`src/rtl/irq_steer_pkg.sv`:
```
package irq_steer_pkg;
  localparam int BYTE_W    = 8;
  localparam int DEVFN_W   = 8;
  localparam int DEV_LSB   = 3;
  typedef logic [BYTE_W-1:0] steer_byte_t;
endpackage

```
`src/rtl/irq_route_regs.sv`:
```
module irq_route_regs
  import irq_steer_pkg::*;
#(
  parameter int          LINES   = 4,
  parameter int          ADDR_W  = 6,
  parameter logic [ADDR_W-1:0] BASE_DW = 6'h18,
  parameter steer_byte_t RST_VAL = 8'h80
) (
  input  logic                     clk,
  input  logic                     rst,
  input  logic                     cfg_we,
  input  logic                     cfg_re,
  input  logic [ADDR_W-1:0]        cfg_addr,
  input  logic [LINES-1:0]         cfg_be,
  input  logic [LINES*BYTE_W-1:0]  cfg_wdata,
  output logic [LINES*BYTE_W-1:0]  cfg_rdata,
  output logic [LINES*BYTE_W-1:0]  steer_q,
  output logic [LINES*BYTE_W-1:0]  steer_nxt,
  output logic                     rebuild
);
  logic [LINES-1:0][BYTE_W-1:0] regs_q;
  logic [LINES-1:0][BYTE_W-1:0] regs_d;
  logic hit;

  assign hit     = (cfg_addr == BASE_DW);
  assign rebuild = cfg_we && hit && (|cfg_be);

  always_comb begin
    regs_d = regs_q;
    for (int l = 0; l < LINES; l++) begin
      if (cfg_we && hit && cfg_be[l])
        regs_d[l] = cfg_wdata[l*BYTE_W +: BYTE_W];
    end
  end

  always_ff @(posedge clk) begin
    if (rst) begin
      for (int l = 0; l < LINES; l++) regs_q[l] <= RST_VAL;
      cfg_rdata <= '0;
    end else begin
      regs_q <= regs_d;
      if (cfg_re) cfg_rdata <= hit ? regs_q : '0;
    end
  end

  assign steer_q   = regs_q;
  assign steer_nxt = regs_d;
endmodule

```
`src/rtl/irq_contrib_map.sv`:
```
module irq_contrib_map
  import irq_steer_pkg::*;
#(
  parameter int LINES = 4,
  parameter int OUTS  = 16
) (
  input  logic                     clk,
  input  logic                     rst,
  input  logic [LINES*BYTE_W-1:0]  steer_q,
  input  logic [LINES*BYTE_W-1:0]  steer_nxt,
  input  logic                     rebuild,
  input  logic [LINES-1:0]         line_lvl,
  output logic [OUTS-1:0]          irq_out
);
  localparam int OUT_W = $clog2(OUTS);
  localparam int MAP_W = OUTS * LINES;

  logic [MAP_W-1:0] map_q, map_d;
  logic [LINES-1:0] lvl_q;
  logic [OUTS-1:0]  irq_d;

  function automatic logic steer_ok(input steer_byte_t v);
    return int'(v) < OUTS;
  endfunction

  function automatic int map_idx(input steer_byte_t v, input int line);
    return int'(v[OUT_W-1:0]) * LINES + line;
  endfunction

  always_comb begin
    map_d = map_q;
    if (rebuild) begin
      map_d = '0;
      for (int p = 0; p < LINES; p++) begin
        if (steer_ok(steer_nxt[p*BYTE_W +: BYTE_W]) && line_lvl[p])
          map_d[map_idx(steer_nxt[p*BYTE_W +: BYTE_W], p)] = 1'b1;
      end
    end else begin
      for (int p = 0; p < LINES; p++) begin
        if ((line_lvl[p] != lvl_q[p]) && steer_ok(steer_q[p*BYTE_W +: BYTE_W]))
          map_d[map_idx(steer_q[p*BYTE_W +: BYTE_W], p)] = line_lvl[p];
      end
    end
  end

  for (genvar n = 0; n < OUTS; n++) begin : g_or
    assign irq_d[n] = |map_d[n*LINES +: LINES];
  end

  always_ff @(posedge clk) begin
    lvl_q <= line_lvl;
    if (rst) begin
      map_q   <= '0;
      irq_out <= '0;
    end else begin
      map_q   <= map_d;
      irq_out <= irq_d;
    end
  end
endmodule

```
`src/rtl/irq_slot_swizzle.sv`:
```
module irq_slot_swizzle
  import irq_steer_pkg::*;
#(
  parameter int LINES = 4,
  localparam int LW   = $clog2(LINES),
  localparam int DN_W = DEVFN_W - DEV_LSB
) (
  input  logic [DEVFN_W-1:0] devfn,
  input  logic [LW-1:0]      pin,
  output logic [LW-1:0]      line
);
  logic [DN_W-1:0] sum;
  assign sum  = DN_W'(pin) + devfn[DEVFN_W-1:DEV_LSB] - DN_W'(1);
  assign line = LW'(sum);
endmodule

```
`src/rtl/irq_steer_top.sv`:
```
module irq_steer_top
  import irq_steer_pkg::*;
#(
  parameter int          LINES   = 4,
  parameter int          OUTS    = 16,
  parameter int          ADDR_W  = 6,
  parameter logic [ADDR_W-1:0] BASE_DW = 6'h18,
  parameter steer_byte_t RST_VAL = 8'h80,
  localparam int LW    = $clog2(LINES),
  localparam int OUT_W = $clog2(OUTS),
  localparam int DW    = LINES * BYTE_W
) (
  input  logic               clk,
  input  logic               rst,
  input  logic               cfg_we,
  input  logic               cfg_re,
  input  logic [ADDR_W-1:0]  cfg_addr,
  input  logic [LINES-1:0]   cfg_be,
  input  logic [DW-1:0]      cfg_wdata,
  output logic [DW-1:0]      cfg_rdata,
  input  logic [LINES-1:0]   line_lvl,
  output logic [OUTS-1:0]    irq_out,
  input  logic [LW-1:0]      q_line,
  output logic               q_enabled,
  output logic [OUT_W-1:0]   q_target,
  input  logic [DEVFN_W-1:0] swz_devfn,
  input  logic [LW-1:0]      swz_pin,
  output logic [LW-1:0]      swz_line
);
  logic [DW-1:0] steer_q, steer_nxt;
  logic          rebuild;
  steer_byte_t   q_byte;

  irq_route_regs #(
    .LINES(LINES), .ADDR_W(ADDR_W), .BASE_DW(BASE_DW), .RST_VAL(RST_VAL)
  ) u_regs (
    .clk(clk), .rst(rst), .cfg_we(cfg_we), .cfg_re(cfg_re),
    .cfg_addr(cfg_addr), .cfg_be(cfg_be), .cfg_wdata(cfg_wdata),
    .cfg_rdata(cfg_rdata), .steer_q(steer_q), .steer_nxt(steer_nxt),
    .rebuild(rebuild)
  );

  irq_contrib_map #(.LINES(LINES), .OUTS(OUTS)) u_map (
    .clk(clk), .rst(rst), .steer_q(steer_q), .steer_nxt(steer_nxt),
    .rebuild(rebuild), .line_lvl(line_lvl), .irq_out(irq_out)
  );

  irq_slot_swizzle #(.LINES(LINES)) u_swz (
    .devfn(swz_devfn), .pin(swz_pin), .line(swz_line)
  );

  assign q_byte    = steer_q[int'(q_line)*BYTE_W +: BYTE_W];
  assign q_enabled = int'(q_byte) < OUTS;
  assign q_target  = q_byte[OUT_W-1:0];
endmodule

```
`config.mk`:
```
export PLATFORM = sky130hd
export DESIGN_NAME = irq_steer_top
export DESIGN_NICKNAME = d
export VERILOG_FILES = /design/src/rtl/irq_steer_pkg.sv /design/src/rtl/irq_route_regs.sv /design/src/rtl/irq_contrib_map.sv /design/src/rtl/irq_slot_swizzle.sv /design/src/rtl/irq_steer_top.sv
export SDC_FILE = /design/constraint.sdc
export NUM_CORES = 1
export LEC_CHECK = 0
export ABC_AREA = 1
export BUFFER_PORTS_ARGS = -buffer_cell sky130_fd_sc_hd__buf_4
export CAP_MARGIN = 20
export CORE_MARGIN = 2
export CORE_UTILIZATION = 38
export CTS_CLUSTER_DIAMETER = 60
export DETAILED_ROUTE_END_ITERATION = 8
export GPL_ROUTABILITY_DRIVEN = 0
export GPL_TIMING_DRIVEN = 0
export REMOVE_ABC_BUFFERS = 1
export SYNTH_ARGS = -nofsm -noshare
export SYNTH_HDL_FRONTEND = slang
export SYNTH_SLANG_ARGS = --single-unit
```
`constraint.sdc`:
```
create_clock -name clk -period 5.1 [get_ports clk]
set_input_delay 0.51 -clock clk [delete_from_list [all_inputs] [get_ports clk]]
set_output_delay 0.51 -clock clk [all_outputs]
set_load 0.02 [all_outputs]
```
After elaboration in Yosys (flattened, before gate mapping) --
Index checks and enable logic that the tools add are counted.
Operators by class: bitwise gates (word level) 3, shift operators 1, $lt $le $gt $ge 25, multiply operators 0, muxes and demuxes 40, reductions and logical operators 39, equality and inequality tests 5, divide/modulo/power cells 0, $add $sub $neg 8
Operators with widths (number):
- $mux W64 | 14
- $bwmux W64 | 4
- $ge A32 B1 Y1 const B | 6
- $lt A32 B8 Y1 const B | 6
- $or A64 B64 Y64 | 3
- $lt A8 B5 Y1 const B | 9
- $reduce_or A4 Y1 | 17
- $mux W61 | 1
- $demux W1 S6 | 6
- $mux W32 | 1
- $mux W8 | 4
- $shiftx A32 B6 Y8 | 1
- $add A6 B2 Y7 const B | 4
- $logic_and A1 B1 Y1 | 22
- $add A6 B1 Y7 const B | 2
- $lt A6 B7 Y1 const B | 2
- $ge A6 B1 Y1 const B | 2
- $demux W1 S4 | 2
- $mux W1 | 8
- $eq A6 B5 Y1 const B | 1
- $ne A1 B1 Y1 | 4
- $add A2 B2 Y2 | 1
- $sub A2 B1 Y2 const B | 1
Storage, ports and cells: output and inout port bits 55, bits in registers 148, ROM bits 0, bits in writable memories 0, memories 0, bits in latches 0, logic and storage cells 129

Longest topological paths before layout --
Gate-level depths: netlist of the first run.
depth after elaboration 20, gate-level depth with buffers 15

Cells and area by module --
A second synthesis of the first run with hierarchy kept.
Second synthesis, totals: cells, all modules 1407, area, all modules 8612.0 um^2
By module, submodules not included:
- irq_contrib_map | cells each 936, times used 1, area an instance 5522.8 um^2
- irq_route_regs | cells each 416, times used 1, area an instance 2830.2 um^2
- irq_steer_top | cells each 42, times used 1, area an instance 200.2 um^2
- irq_slot_swizzle | cells each 13, times used 1, area an instance 58.8 um^2

Worst setup path after synthesis of the first run --
OpenSTA, ideal clock, no wires.
kind input port to output port, start point in q_line[0], end point out q_enabled, data arrival time 1458 ps, required time 4590 ps, stages on the path 4, slack 3132 ps, cell sequence inv_1 clkbuf_1 o21ai_0 o21ai_0
Between the ends: longest elaborated chain between the ends 2
RTL lines:
- start: declaration | line irq_steer_top.sv:23 | input logic [LW-1:0] q_line,
- $shiftx A32 B6 Y8 | line irq_steer_top.sv:52 | assign q_byte = steer_q[int'(q_line)*BYTE_W +: BYTE_W];
- $lt A8 B5 Y1 | line irq_steer_top.sv:53 | assign q_enabled = int'(q_byte) < OUTS;
- end: declaration | line irq_steer_top.sv:24 | output logic q_enabled,
No other way between the ends.

Final worst setup path of the first run --
start point in cfg_addr[2], end point reg u_map.irq_out[14]
Between the ends: longest elaborated chain between the ends 20
RTL lines:
- start: declaration | line irq_steer_top.sv:17 | input logic [ADDR_W-1:0] cfg_addr,
- $eq A6 B5 Y1 (*) | line irq_route_regs.sv:25 | assign hit = (cfg_addr == BASE_DW);
- $logic_and A1 B1 Y1 (*) | line irq_route_regs.sv:26, irq_route_regs.sv:31
- parallel branches: the longest is 16 deep, another holds $ge A32 B1 Y1
- $mux W64 (*) | line irq_contrib_map.sv:32 | if (rebuild) begin
- $reduce_or A4 Y1 (*) | line irq_contrib_map.sv:47 | assign irq_d[n] = |map_d[n*LINES +: LINES];
- end signal: assignment | line irq_contrib_map.sv:57 | irq_out <= irq_d;
- end: declaration | line irq_contrib_map.sv:13 | output logic [OUTS-1:0] irq_out
Every way passes the cells marked *. The select of a mux whose other input is x is not followed. A chain may end at the register's enable or synchronous reset.

==> results of run 1 <==
-- final cells by class --
cell class                 count  area [sq um]
timing repair buffer         114           928
sequential                   148          2960
inverter                      91           342
tap                          270           338
clock buffer                  19           443
fill                        2162         10800
multi-input combinational    897          4310
clock inverter                13           169
-- layer usage --
| layer | share of wire | global-route usage |
|---|---|---|
| met1 | 0.46 | 0.327 |
| met2 | 0.46 | 0.379 |
| met3 | 0.058 | 0.0387 |
| met4 | 0.024 | 0.0757 |
| met5 | 0 | 0 |
-- cell usage after synthesis, types with 2 or more instances --
cell      instances  area, sq um
nand2_1         289         1080
nor2_1          186          698
dfxtp_1         148         2960
a21oi_1         125          626
inv_1            82          308
nand4_1          71          444
nand3_1          69          345
o21ai_0          48          240
clkbuf_1         37          139
o211ai_1         36          270
o21bai_1         28          210
nand2_2          12         75.1
buf_2             8         40.0
buf_4             6         45.0
buf_6             6         67.6
inv_2             6         22.5
nor2_4            6         67.6
o21ai_1           6         30.0
a21oi_2           4         35.0
or2_2             4         25.0
buf_1             3         11.3
clkinv_1          3         11.3
nand4_2           3         37.5
o21ai_2           3         26.3
xnor2_1           2         17.5
-- report_power, final --
| group | total (mW) | internal, mW | switching, mW |
|---|---|---|---|
| sequential | 1.18 | 1.17 | 0.00812 |
| combinational | 0.183 | 0.0700 | 0.113 |
| clock | 1.34 | 0.789 | 0.547 |
| total | 2.70 | 2.03 | 0.669 |
-- sequential cells by signal (all words and copies together) (netlist names) --
signal / cells
u_map.irq_out: 16
u_regs.steer_q: 32
u_regs.cfg_rdata: 32
u_map.lvl_q: 4
u_map.map_q: 64
-- worst paths after layout --
path	startpoint	endpoint	slack [ns]	cells past startpoint
setup reg to reg	u_map.lvl_q[1]	u_map.irq_out[14]	2.68	9
setup / recovery	cfg_addr[2]	u_map.irq_out[14]	1.59	13
hold / removal	line_lvl[1]	u_map.lvl_q[1]	0.19	1
hold reg to reg	u_regs.steer_q[31]	u_regs.cfg_rdata[31]	0.46	2
-- cell families after synthesis --
family                   count (synthesis)  share of synthesized area
AND/OR/NAND/NOR                        644                      0.358
XOR/XNOR                                 2                    0.00221
AO/OA/AOI/OAI                          250                      0.182
buffers and inverters                  151                     0.0815
adder cells (fa/ha/maj)                  1                    0.00158
flip-flops                             148                      0.375
-- metrics by stage --
stage | instances | setup slack [ns]
global placement | 1516 | -0.147
floorplan | 1136 | 1.68
finish | 1552 | 1.59
CTS | 1550 | 1.22
global route | 1552 | 1.34
detailed placement | 1518 | 0.757
==> results.toml, run 1 <==
[route]
vias_per_cell = 5.26
drc = 0
detail-route-antenna-nets = 0
finalWirelength_um = 25500
drtIter0Drc = 752
drtPass1Iterations = 5
via_count = 8162
avgRoutedWirePerCell_um = 16.4

[final_layout]
design_area_sq_um = 9490
mostFrequentLayoutCell = "nand2_1"
final_nets = 1332
syn2layout_area_growth_pct = 19.9
fin_util = 0.467
drive_above_1_share = 0.146
final_cell_mix = "289 x nand2_1, 185 x nor2_1, 148 x dfxtp_1"
n_antenna_cell = 0

[synth]
yosysUniqueCellTypes = 30
async_flop_share = 0
synth.avg_cell_area_sq_um = 6.61
netlist_area_sq_um = 7910
yosys_warnings = 0
ys_seq_area_frac = 0.375
synth_ff_type = "dfxtp_1"
postSynthCellCount = 1196
synth-seq-cells = 148
synth_enable_flop_cells = 0

[setup_path]
endpoint_kind = "flop"
worstPathCellList = "buf_4, nor2_4, nand2_2, nor2_4, buf_16, nand2_1, nor2_2, inv_2, buf_12, o211ai_1, nand2_1, nor2_1, a21oi_1"
startpoint_type = "input port"
worstPathArrival_ns = 3.81
cpPeakStageDelay_ns = 0.77
cp.required_ns = 5.41
critPathKind = "input port to flop"
critical_path_buf_inv_count = 4
crit_fanout = 55
cp_slowest_cell = "nor2_2"
cp_top_family = "simple AND/OR/NAND/NOR gates"

[global_route]
overflow = 0
grt_pass1_wl_um = 40600
antenna_found_initial = 0
track_usage = 0.237
grt_pass1_vias = 7454
grt_start_max_net_pins = 77

[clock_tree]
cts.repair.resized = 0
cts_setup_buffers = 0
clk_latency_ns = 0.45
path_clk_slew_ns = 0.07
tritoncts = "yes"
clock_sinks = 148
htree_levels = 4
clockRootBuffer = "clkbuf_16"
hold_buffers = 0
ctsLongestPathBuffers = 2
cts_buffers = 17

[status]
run_status = "completed"

[worst_hold_path]
hp-class = "input port to flop"

[timing]
slew_headroom = 0.351
tns_ns = 0
skew_ns = 0.0128
fin_crit_sh = 0.688
hold_viol = 0
holdWs_ns = 0.187
finalSetupViolCount = 0
drv_slew = 0
rsz0062_at_grt = "false"
finalCriticalPeriod_ns = 3.51
fmax_mhz = 285
tightest_slew_ns = 0.972

[placement]
io_buffers = 110
dp_hpwl_um = 18100
dpl_cell_area_sq_um = 8830

[die]
rows = 52
dieArea_sq_um = 22000
die_height_um = 148
io_pins = 117
fp.dieW_um = 148
core-area_sq_um = 20300
initial_core_util = 0.390

[power_and_ir_drop]
max-vdd-ir-drop_uv = 256
power.leakage_nw = 4.08
power.density_nw_per_um2 = 284
p_total_mw = 2.70

[run]
drv_cap = 0
Power figures use the tool's default switching activity.
==> inputs of run 2 (changes only) <==
clock period = 2.9 ns   (was 5.1 ns; I/O delays follow)
==> run 2 against run 1 <==
  * Setup slack worse by 1.4 ns
  * Sequential cell count unchanged
  * Final area up 0.78%
  * Count of clock-buffer cells in the layout stayed put
  * Register-to-register slack lost 2.1 ns
  * Clock power up 76%
  * Utilization up 0.36 points
  * Clock skew decreased by 0.00052 ns
  * Combinational power is 81% higher
  * Sequential power up 75%
  * Critical path type unchanged
  * Largest cell class unchanged
==> results.toml, run 2 (synthesis results as in run 1) <==
[status]
run_status = "completed"

[final_layout]
multi_input_area_sq_um = 4350
largest_reg_flops = 64
fin_cells = 1558
final_nets = 1338
final_cell_mix = "289 x nand2_1, 185 x nor2_1, 148 x dfxtp_1"
register_area_sq_um = 2960
fin_util = 0.471
n_antenna_cell = 0
fillers = 2160
design_area_sq_um = 9560
regMostFlops = "u_map.map_q"
drive_above_1_share = 0.148
syn2layout_area_growth_pct = 20.9
mostFrequentLayoutCell = "nand2_1"

[setup_path]
endpoint_kind = "flop"
cp.required_ns = 3.21
r2r_end = "u_map.irq_out[15]"
critPathKind = "input port to flop"
worstPathArrival_ns = 3.01
r2r_slack_ns = 0.54
startpoint_type = "input port"
crit_fanout = 18
r2r-start = "u_map.lvl_q[0]"
reg2reg_depth = 9
critPathLaunch = "line_lvl[0]"

[route]
detail-route-antenna-nets = 0
via_count = 8224
vias_per_cell = 5.28
drtPass1Iterations = 5
finalWirelength_um = 26100
drtIter0Drc = 830
drc = 0
avgRoutedWirePerCell_um = 16.7

[power_and_ir_drop]
p_total_mw = 4.77
max-vdd-ir-drop_uv = 445
power.leakage_nw = 4.10
combPwrFrac = 0.070
internal_power_mw = 3.57
clkPwrFrac = 0.496
seq_power_share = 0.435
power.density_nw_per_um2 = 499
switching_share = 0.251
p_sw_mw = 1.20

[worst_hold_path]
hp-class = "input port to flop"
worstHoldStart = "cfg_wdata[5]"
holdPathStages = 3
holdPathEnd = "u_regs.steer_q[5]"

[global_route]
grt_pass1_vias = 7515
track_usage = 0.238
antenna_found_initial = 0
grt.busiest_layer = "met2"
use_met2 = 0.382
grt_util_met3 = 0.0390
grt_start_max_net_pins = 77
overflow = 0
gr-usage-met1 = 0.330
grt_pass1_wl_um = 40800

[timing]
hold_viol = 0
drv_slew = 0
finalCriticalPeriod_ns = 2.70
skew_ns = 0.0123
slew_headroom = 0.308
holdWs_ns = 0.100
finalSetupViolCount = 0
fin_ws_ns = 0.204
rsz0062_at_grt = "false"
tns_ns = 0
fin_crit_sh = 0.930
fmax_mhz = 371
tightest_slew_ns = 1.03

[placement]
dp.cells = 1518
io_buffers = 110
dp_hpwl_um = 18100
dpl_cell_area_sq_um = 8830
pre_cts_ws_ns = -1.22

[clock_tree]
htree_levels = 4
path_clk_slew_ns = 0.06
cts_buffers = 17
clk_latency_ns = 0.44
tritoncts = "yes"
clock_sinks = 148
clockRootBuffer = "clkbuf_16"
ctsLongestPathBuffers = 2

[die]
rows = 52
io_pins = 117
core-area_sq_um = 20300
initial_core_util = 0.390
die_height_um = 148
dieArea_sq_um = 22000
fp.dieW_um = 148

[run]
drv_cap = 0
[run 2: repair_timing]
item,4_1_cts,5_1_grt
buffers inserted,0,1
setup endpoints to repair,80,17
hold buffers,4,0
gates cloned,1,1
hold endpoints to repair,4,0
pin swaps,1,2
resized for setup,2,4
[run 2: how the worst max path moves through the flow]
stage          cells after the start  slack (ns)           endpoint
4_1_cts                           12        0.02   u_map.irq_out[3]
6_report                          12        0.20  u_map.irq_out[15]
5_1_grt                           12      0.0004  u_map.irq_out[15]
2_1_floorplan                     11       -0.30   u_map.irq_out[0]
3_5_place_dp                      12       -1.22   u_map.irq_out[2]
3_3_place_gp                      11       -2.13   u_map.irq_out[2]
[run 2: layout make-up]
cell class	instances	area share
clock inverters	13	0.0177
inverters	91	0.0364
clock buffers	19	0.0463
multi-input cells	899	0.454
well taps	270	0.0353
repair buffers	118	0.100
flip-flops and latches	148	0.310
[run 2: worst max-delay path, stage by stage]
cell           delay (ns)
dlygate4sd3_1        0.52
buf_4                0.12
inv_2                0.13
or2_2                0.32
a21oi_2              0.50
nand3_1              0.32
inv_1                0.20
nand3_1              0.09
nand3_1              0.12
nand2_1              0.09
nor2_1               0.19
a21oi_1              0.11
[run 2: routing by layer]
metal  part of all wire  vias to the layer above
li1                   -                     4150
met1               0.46                     3773
met2               0.46                      259
met3              0.057                       42
met4              0.024                        0
met5                  0                        -
[run 2: power by group through the flow]
stage | Sequential [mW] | Clock [mW] | Combinational (mW)
2_1_floorplan | 2.14 | 0 | 0.0971
3_3_place_gp | 2.12 | 0 | 0.311
3_5_place_dp | 2.12 | 0 | 0.318
4_1_cts | 2.07 | 2.38 | 0.325
5_1_grt | 2.08 | 2.47 | 0.360
6_report | 2.07 | 2.36 | 0.332
